### config.mk
export PLATFORM = sky130hd
export DESIGN_NAME = ptr_agu
export DESIGN_NICKNAME = d
export VERILOG_FILES = /design/src/rtl/ptr_agu_pkg.sv /design/src/rtl/ptr_bank.sv /design/src/rtl/ea_calc.sv /design/src/rtl/dir_seq.sv /design/src/rtl/ptr_agu.sv
export SDC_FILE = /design/constraint.sdc
export NUM_CORES = 1
export LEC_CHECK = 0
export ABC_AREA = 1
export BUFFER_PORTS_ARGS = -buffer_cell sky130_fd_sc_hd__buf_4
export CORE_ASPECT_RATIO = 1.2
export CORE_MARGIN = 2
export CORE_UTILIZATION = 50
export DETAILED_ROUTE_END_ITERATION = 8
export HOLD_SLACK_MARGIN = 0.08
export MAX_ROUTING_LAYER = met4
export PLACE_DENSITY_LB_ADDON = 0.1
export REMOVE_ABC_BUFFERS = 1
export SLEW_MARGIN = 0
export SYNTH_ARGS = -nofsm -noshare
export SYNTH_HDL_FRONTEND = slang
export SYNTH_SLANG_ARGS = --single-unit
### constraint.sdc
create_clock -name clk -period 4.3 [get_ports clk]
set_clock_uncertainty 0.15 [all_clocks]
set_input_delay 0.86 -clock clk [delete_from_list [all_inputs] [get_ports clk]]
set_output_delay 0.86 -clock clk [all_outputs]
set_load 0.005 [all_outputs]
### src/rtl/ptr_agu_pkg.sv
package ptr_agu_pkg;
  typedef enum logic [2:0] {
    AM_PLAIN   = 3'd0,
    AM_POSTINC = 3'd1,
    AM_PREDEC  = 3'd2,
    AM_OFFSET  = 3'd3,
    AM_DIRECT  = 3'd4
  } am_e;

  typedef enum logic {
    SQ_IDLE  = 1'b0,
    SQ_WAIT2 = 1'b1
  } sq_e;

  localparam logic [1:0] PSEL_LIGHT = 2'd0;
endpackage

### src/rtl/ptr_bank.sv
module ptr_bank #(
  parameter int AW   = 16,
  parameter int NPTR = 3,
  localparam int SW  = $clog2(NPTR + 1)
) (
  input  logic                     clk,
  input  logic                     rst_n,
  input  logic                     upd_en,
  input  logic [SW-1:0]            upd_sel,
  input  logic [AW-1:0]            upd_val,
  input  logic                     ld_en,
  input  logic [SW-1:0]            ld_sel,
  input  logic [AW-1:0]            ld_val,
  output logic [NPTR-1:0][AW-1:0]  ptr_q
);
  for (genvar i = 0; i < NPTR; i++) begin : g_ptr
    logic          hit_ld;
    logic          hit_upd;
    logic          en;
    logic [AW-1:0] d;

    always_comb begin
      hit_ld  = ld_en  && (ld_sel  == SW'(i));
      hit_upd = upd_en && (upd_sel == SW'(i));
      en      = hit_ld || hit_upd;
      d       = hit_ld ? ld_val : upd_val;
    end

    always_ff @(posedge clk or negedge rst_n) begin
      if (!rst_n)  ptr_q[i] <= '0;
      else if (en) ptr_q[i] <= d;
    end
  end
endmodule

### src/rtl/ea_calc.sv
module ea_calc
  import ptr_agu_pkg::*;
#(
  parameter int AW     = 16,
  parameter int DISP_W = 6,
  parameter int NPTR   = 3,
  localparam int SW    = $clog2(NPTR + 1)
) (
  input  logic [2:0]               mode,
  input  logic [SW-1:0]            sel,
  input  logic [DISP_W-1:0]        disp,
  input  logic [NPTR-1:0][AW-1:0]  ptrs,
  output logic                     ea_ok,
  output logic [AW-1:0]            ea,
  output logic                     upd_en,
  output logic [AW-1:0]            upd_val,
  output logic                     is_direct,
  output logic                     bad
);
  logic          sel_ok;
  logic [AW-1:0] cur;
  logic [AW-1:0] disp_x;

  always_comb begin
    sel_ok = (sel < SW'(NPTR));
    cur    = '0;
    for (int i = 0; i < NPTR; i++) begin
      if (sel == SW'(i)) cur = ptrs[i];
    end
    disp_x = {{(AW-DISP_W){1'b0}}, disp};
  end

  always_comb begin
    ea_ok     = 1'b0;
    ea        = cur;
    upd_en    = 1'b0;
    upd_val   = cur;
    is_direct = 1'b0;
    bad       = 1'b0;
    case (mode)
      AM_PLAIN: begin
        ea_ok = sel_ok;
      end
      AM_POSTINC: begin
        ea_ok   = sel_ok;
        upd_en  = sel_ok;
        upd_val = cur + AW'(1);
      end
      AM_PREDEC: begin
        ea_ok   = sel_ok;
        ea      = cur - AW'(1);
        upd_en  = sel_ok;
        upd_val = cur - AW'(1);
      end
      AM_OFFSET: begin
        ea_ok = sel_ok && (sel != SW'(PSEL_LIGHT));
        ea    = cur + disp_x;
      end
      AM_DIRECT: begin
        is_direct = 1'b1;
      end
      default: ;
    endcase
    bad = !ea_ok && !is_direct;
  end
endmodule

### src/rtl/dir_seq.sv
module dir_seq
  import ptr_agu_pkg::*;
(
  input  logic clk,
  input  logic rst_n,
  input  logic start,
  input  logic word2_valid,
  output logic waiting,
  output logic fire
);
  sq_e st_q, st_n;

  always_comb begin
    st_n = st_q;
    fire = 1'b0;
    case (st_q)
      SQ_IDLE:  if (start) st_n = SQ_WAIT2;
      SQ_WAIT2: if (word2_valid) begin
        st_n = SQ_IDLE;
        fire = 1'b1;
      end
      default:  st_n = SQ_IDLE;
    endcase
    waiting = (st_q == SQ_WAIT2);
  end

  always_ff @(posedge clk or negedge rst_n) begin
    if (!rst_n) st_q <= SQ_IDLE;
    else        st_q <= st_n;
  end
endmodule

### src/rtl/ptr_agu.sv
module ptr_agu
  import ptr_agu_pkg::*;
#(
  parameter int AW     = 16,
  parameter int DISP_W = 6,
  parameter int NPTR   = 3,
  localparam int SW    = $clog2(NPTR + 1)
) (
  input  logic              clk,
  input  logic              rst_n,
  input  logic              op_valid,
  input  logic [2:0]        op_mode,
  input  logic [SW-1:0]     op_sel,
  input  logic [DISP_W-1:0] op_disp,
  input  logic              word2_valid,
  input  logic [AW-1:0]     op_word2,
  input  logic              ld_en,
  input  logic [SW-1:0]     ld_sel,
  input  logic [AW-1:0]     ld_data,
  output logic              addr_valid,
  output logic [AW-1:0]     addr,
  output logic              err,
  output logic              need_word2,
  output logic              wb_valid,
  output logic [SW-1:0]     wb_sel,
  output logic [AW-1:0]     wb_value
);
  logic [NPTR-1:0][AW-1:0] ptrs;
  logic          ea_ok, upd_en, is_direct, bad;
  logic [AW-1:0] ea, upd_val;
  logic          waiting, fire, accept;

  logic          av_n, err_n, wbv_n;
  logic [AW-1:0] addr_n, wbval_n;
  logic [SW-1:0] wbs_n;

  ea_calc #(.AW(AW), .DISP_W(DISP_W), .NPTR(NPTR)) u_calc (
    .mode(op_mode), .sel(op_sel), .disp(op_disp), .ptrs(ptrs),
    .ea_ok(ea_ok), .ea(ea), .upd_en(upd_en), .upd_val(upd_val),
    .is_direct(is_direct), .bad(bad)
  );

  assign accept = op_valid && !waiting;

  dir_seq u_seq (
    .clk(clk), .rst_n(rst_n),
    .start(accept && is_direct), .word2_valid(word2_valid),
    .waiting(waiting), .fire(fire)
  );

  ptr_bank #(.AW(AW), .NPTR(NPTR)) u_bank (
    .clk(clk), .rst_n(rst_n),
    .upd_en(accept && upd_en), .upd_sel(op_sel), .upd_val(upd_val),
    .ld_en(ld_en), .ld_sel(ld_sel), .ld_val(ld_data),
    .ptr_q(ptrs)
  );

  always_comb begin
    av_n    = 1'b0;
    addr_n  = addr;
    err_n   = 1'b0;
    wbv_n   = 1'b0;
    wbs_n   = wb_sel;
    wbval_n = wb_value;
    if (fire) begin
      av_n   = 1'b1;
      addr_n = op_word2;
    end else if (accept) begin
      err_n = bad;
      if (ea_ok) begin
        av_n   = 1'b1;
        addr_n = ea;
      end
      if (upd_en) begin
        wbv_n   = 1'b1;
        wbs_n   = op_sel;
        wbval_n = upd_val;
      end
    end
  end

  always_ff @(posedge clk or negedge rst_n) begin
    if (!rst_n) begin
      addr_valid <= 1'b0;
      addr       <= '0;
      err        <= 1'b0;
      wb_valid   <= 1'b0;
      wb_sel     <= '0;
      wb_value   <= '0;
    end else begin
      addr_valid <= av_n;
      addr       <= addr_n;
      err        <= err_n;
      wb_valid   <= wbv_n;
      wb_sel     <= wbs_n;
      wb_value   <= wbval_n;
    end
  end

  assign need_word2 = waiting;
endmodule

==> impl_metrics.json, run 1 <==
{
  "final.period_utilization": 0.7843,
  "critPathMaxFanout": 14,
  "wl_um": 18500,
  "worst-setup-path-type": "primary input to flop",
  "synthToLayoutAreaGrowth_pct": 18.07,
  "crit_required_ns": 4.40,
  "clockRootBuffer": "clkbuf_16",
  "final_cells": 1187,
  "cts_max_level": 3,
  "avgSynthCellArea_um2": 6.621,
  "antenna_left": 0,
  "wl_per_cell_um": 15.59,
  "diodes": 0,
  "worst_pin_slew_ns": 0.7288,
  "finalWeightedCongestion": 1.001,
  "vias_per_cell": 5.401,
  "start_kind": "primary input",
  "antenna_found_initial": 0,
  "cp.arrival_ns": 3.47,
  "finalSetupViolations": 0,
  "final.setup.tns_ns": 0,
  "postLayoutCoreUtil": 0.6035,
  "grt_usage": 0.2939,
  "yosysUniqueCellTypes": 40,
  "seq_area_frac_synth": 0.3476,
  "ys_ff_latch": 86,
  "holdCritPathClass": "primary input to asynchronous set/reset pin",
  "dieArea_um2": 13290,
  "nets": 1083,
  "dr.pass1.iters": 5,
  "initial_utilization": 0.5112,
  "rsz0062_at_grt": "false",
  "grt_pass1_vias": 6014,
  "cts_max_path_buffers": 2,
  "clk_pin_slew_ns": 0.07,
  "io_buffers": 87,
  "grt_pass1_wl_um": 30270,
  "dp_cells": 1171,
  "yosys.area_share.adder": 0.02425,
  "slew_violations": 0,
  "drc": 0,
  "max-cap-violations": 0,
  "clock_sinks": 86,
  "io_pins": 88,
  "cts_buffers": 9,
  "syn_area_um2": 6191,
  "cts_setup_buffers": 0,
  "yosys_warnings": 0,
  "muxShareOfSynthArea": 0,
  "post_cts_resized": 0,
  "p_leak_nw": 3.828,
  "std_cell_rows": 44,
  "synthSimpleGateAreaFrac": 0.3935,
  "synth_compound_area_frac": 0.1378,
  "crit_start": "op_sel[1]",
  "grt-ovfl-total": 0,
  "layout_min_cycle_time_ns": 3.373,
  "die_y_um": 125.9,
  "final_layout_size_suffix_gt1_frac": 0.1793,
  "num-fill-cells": 1193,
  "postCtsHoldBufs": 0,
  "die_w_um": 105.6,
  "slew_headroom": 0.5136,
  "tritoncts": "done",
  "total_power_mw": 2.805,
  "end_kind": "flop",
  "clk-insertion-delay-late_ns": 0.35,
  "hold_viol_final": 0,
  "core_um2": 12110,
  "vias": 6411,
  "synth_top_family_by_area": "simple AND/OR/NAND/NOR gates",
  "dpl.hpwl_um": 13760,
  "final_cell_mix": "nand2_1 (337), buf_4 (107), nand3_1 (102)",
  "synthXorXnorAreaFrac": 0.002829,
  "drt_iter0_drc": 421,
  "power_density_nw_per_um2": 383.7,
  "r2r-start": "u_bank.ptr_q[19]",
  "fmax_mhz": 296.5,
  "status": "complete, no violations",
  "layout_commonest_cell": "nand2_1",
  "syn_inst": 935,
  "peakVddDrop_mv": 0.2608,
  "grt_max_degree": 34
}
[kinds of logic (layout without fill, tap and decap cells)]
kind of cell,count (synthesis),count (layout)
DFF,86,86
adders and majority gates,12,12
xor gates and xnor gates,2,2
AOI/OAI and AO/OA,143,143
and+or+nand+nor,560,560
buffers and inverters,132,223
[layer usage]
layer	global-route usage	part of all wire	vias to the layer above
met5	-	0	-
met4	0.09211	0.023	0
met3	0.04244	0.066	32
met2	0.4797	0.47	225
met1	0.3789	0.44	2955
li1	-	-	3199
[worst max-delay path, stage by stage]
cell,delay (ns)
buf_4,0.12
inv_1,0.09
ha_1,0.31
buf_4,0.29
a21oi_1,0.12
a21oi_1,0.35
ha_1,0.35
a21oi_1,0.25
inv_1,0.08
nor2_1,0.10
nand2_1,0.13
nand3_1,0.11
nand3_1,0.07
nand3_1,0.10
nand2_1,0.05
nand2_1,0.05
nand2_1,0.05
[cell usage after synthesis]
cell type  instances  area share
nor2_4             5      0.0091
or2_1              1      0.0010
nand2_2            5      0.0051
o21ai_1           14       0.011
o221ai_1           6      0.0085
a21oi_2            2      0.0028
buf_4              8      0.0097
nand3_2            8       0.013
nand2_4            1      0.0018
o22ai_1            5      0.0051
or2_2              2      0.0020
a22oi_1            3      0.0036
inv_2             14      0.0085
a21oi_1           33       0.027
inv_4              2      0.0020
o21ai_4            2      0.0053
ha_1              12       0.024
xor2_1             1      0.0014
nor3_2             2      0.0032
o21ai_0           53       0.043
clkinv_1           1     0.00061
nand4_1           11       0.011
inv_1             83       0.050
o211ai_1           7      0.0085
a21o_1             1      0.0012
buf_2              5      0.0040
nor2_1            68       0.041
nand2_1          337        0.20
o21ai_2            9       0.013
nand3b_1           3      0.0036
clkbuf_1          13      0.0079
buf_6              6       0.011
dfrtp_1           86        0.35
nor2_2             8      0.0081
nand3_1          102       0.082
xnor2_1            1      0.0014
nor3_1             6      0.0049
nor3_4             1      0.0026
a31oi_1            2      0.0020
o21bai_1           6      0.0073
[layout make-up]
| class | instances | area [um^2] | area share |
|---|---|---|---|
| clock buffer | 10 | 239.0 | 0.03269 |
| tap | 161 | 201.4 | 0.02756 |
| inverter | 100 | 380.4 | 0.05204 |
| timing repair buffer | 107 | 803.3 | 0.1099 |
| clock inverter | 6 | 76.32 | 0.01044 |
| multi-input combinational | 717 | 3457 | 0.4730 |
| sequential | 86 | 2152 | 0.2944 |
[worst paths after layout]
path / slack (ns) / to / cells past startpoint
max: 0.93 / addr[9] / 17
min: 0.28 / addr_valid / 1
max reg2reg: 1.74 / addr[8] / 14
min reg2reg: 0.33 / addr[6] / 2
max in group asynchronous: 2.90 / u_bank.ptr_q[43] / 2
min in group clk: 0.33 / addr[6] / 2
[state kept, by name (all words and copies together), names as in the netlist]
| signal | flops |
|---|---|
| u_bank.ptr_q | 48 |
| addr | 16 |
| wb_value | 16 |
| wb_sel | 2 |
| addr_valid | 1 |
| err | 1 |
| u_seq.waiting | 1 |
| wb_valid | 1 |
[through the flow]
stage	area (um^2)	worst slack [ns]	hold WS, ns
after floorplan	5989	0.6667	0.3093
after global placement	6994	0.6142	0.3143
after detailed placement	6994	0.5912	0.3164
after CTS	7310	0.9460	0.2953
after global routing	7310	0.6410	0.3145
final	7310	0.9274	0.2843
[where the power goes]
group          internal [mW]  leakage [nW]  switching [mW]  total, mW
Clock                  0.477         0.149           0.372      0.849
Combinational          0.357          2.59           0.516      0.873
Sequential             0.977          1.09           0.105       1.08
Total                   1.81          3.83           0.993       2.80
(Power assumes the default switching activity.)
==> run 2: changes to the inputs <==
clock period = 2.95 ns   (was 4.3 ns; I/O delays follow)
==> impl_metrics.json, run 2 (synthesis gave the netlist of run 1 again) <==
{
  "wl_um": 19770,
  "start_kind": "primary input",
  "grt_pass1_vias": 6489,
  "cts_max_level": 3,
  "diodes": 0,
  "final.period_utilization": 0.9423,
  "postLayoutCoreUtil": 0.6745,
  "tritoncts": "done",
  "antenna_left": 0,
  "finalWeightedCongestion": 0.9513,
  "rr_endpoint": "addr[8]",
  "core_um2": 12110,
  "nets": 1180,
  "fmax_mhz": 359.7,
  "std_cell_rows": 44,
  "switching_share": 0.3390,
  "cp.arrival_ns": 2.91,
  "r2r_slack_ns": 0.60,
  "status": "complete, no violations",
  "worst_pin_slew_ns": 0.7542,
  "dpl.hpwl_um": 14750,
  "critPathMaxFanout": 8,
  "finalSetupViolations": 0,
  "top_register": "u_bank.ptr_q",
  "dr.pass1.iters": 6,
  "io_buffers": 87,
  "drc": 0,
  "pwr-share-seq": 0.356,
  "vias": 6805,
  "largest_reg_flops": 48,
  "clockPowerShare": 0.308,
  "grt_usage": 0.3132,
  "slew_violations": 0,
  "clock_sinks": 86,
  "drt_iter0_drc": 455,
  "final.setup.tns_ns": 0,
  "final_cell_mix": "nand2_1 (333), buf_4 (204), nand3_1 (97)",
  "die_y_um": 125.9,
  "r2r-start": "u_bank.ptr_q[19]",
  "die_w_um": 105.6,
  "peakVddDrop_mv": 0.3649,
  "place_area_um2": 7715,
  "clockRootBuffer": "clkbuf_16",
  "grt-ovfl-total": 0,
  "cts_max_path_buffers": 2,
  "intPower_mw": 2.929,
  "largestRegisters": "u_bank.ptr_q: 48 flops, addr: 16 flops, wb_value: 16 flops",
  "antenna_found_initial": 0,
  "reg2reg_depth": 14,
  "dieArea_um2": 13290,
  "layout_commonest_cell": "nand2_1",
  "synthToLayoutAreaGrowth_pct": 31.95,
  "initial_utilization": 0.5112,
  "power_density_nw_per_um2": 542.4,
  "rsz0062_at_grt": "true",
  "cts_buffers": 9,
  "layout_min_cycle_time_ns": 2.780,
  "end_kind": "flop",
  "combPwrFrac": 0.335,
  "vias_per_cell": 5.304,
  "place_ws_ns": -0.2528,
  "clk-insertion-delay-late_ns": 0.35,
  "worst-setup-path-type": "primary input to flop",
  "clk_pin_slew_ns": 0.07,
  "postLayoutCellArea_um2": 8169,
  "max-cap-violations": 0,
  "worst_slack_ns": 0.1703,
  "crit_start": "op_sel[1]",
  "p_leak_nw": 4.328,
  "p_sw_mw": 1.502,
  "grt_pass1_wl_um": 32310,
  "holdCritPathClass": "primary input to asynchronous set/reset pin",
  "io_pins": 88,
  "hold_viol_final": 0,
  "crit_required_ns": 3.08,
  "wl_per_cell_um": 15.41,
  "final_layout_size_suffix_gt1_frac": 0.2665,
  "grt_max_degree": 45,
  "slew_headroom": 0.4967,
  "postCtsHoldBufs": 0
}
-- run 2: routing by layer --
metal / wire, um / track usage / vias to the layer above / part of all wire
met4: 440 / 0.08204 / 0 / 0.022
met3: 1131 / 0.03830 / 40 / 0.057
met1: 8600 / 0.4026 / 3125 / 0.43
met5: 0 / - / - / 0
li1: - / - / 3396 / -
met2: 9599 / 0.5256 / 244 / 0.49
-- run 2: area by class of cell --
type | instances | area [um^2]
fillers | 1124 | 3943
repair buffers | 204 | 1531
clock buffers | 9 | 225.2
well taps | 161 | 201.4
multi-input cells | 717 | 3561
flip-flops and latches | 86 | 2152
clock inverters | 6 | 117.6
inverters | 100 | 380.4
-- run 2: metrics by stage --
| step | cells | hold WS, ns | total power [mW] |
|---|---|---|---|
| 6_report | 1283 | 0.08862 | 4.431 |
| 5_1_grt | 1283 | 0.1344 | 4.680 |
| 4_1_cts | 1282 | 0.1078 | 4.398 |
| 3_5_place_dp | 1267 | 0.3160 | 3.030 |
| 3_3_place_gp | 1267 | 0.3145 | 3.007 |
| 2_1_floorplan | 903 | 0.1444 | 2.323 |
-- run 2: power by group through the flow --
| stage | combinational (mW) | sequential [mW] | clock (mW) |
|---|---|---|---|
| 2_1_floorplan | 0.746 | 1.58 | 0 |
| 3_3_place_gp | 1.42 | 1.59 | 0 |
| 3_5_place_dp | 1.44 | 1.59 | 0 |
| 4_1_cts | 1.45 | 1.58 | 1.38 |
| 5_1_grt | 1.66 | 1.61 | 1.42 |
| 6_report | 1.49 | 1.58 | 1.37 |
-- run 2: repair_timing --
action                     in CTS  in global routing
setup endpoints to repair       0                 48
setup buffers                   0                  1
gates resized for setup         0                 23
-- run 2: worst max path at each step --
| stage | endpoint | cells past startpoint |
|---|---|---|
| 2_1_floorplan | addr[8] | 15 |
| 3_3_place_gp | addr[15] | 16 |
| 3_5_place_dp | addr[15] | 16 |
| 4_1_cts | u_bank.ptr_q[10] | 20 |
| 5_1_grt | addr[9] | 20 |
| 6_report | u_bank.ptr_q[38] | 17 |
-- run 2: worst max-delay path: stages --
cell      delay [ns]
buf_4           0.09
inv_1           0.06
ha_1            0.21
buf_4           0.17
buf_4           0.14
nand2_1         0.05
nand3_1         0.16
nand2_2         0.13
ha_1            0.16
nand2_1         0.10
nor2_4          0.24
nand2_1         0.11
nand2_1         0.07
nand3_1         0.08
o211ai_1        0.30
nand2_1         0.11
nand3_1         0.11
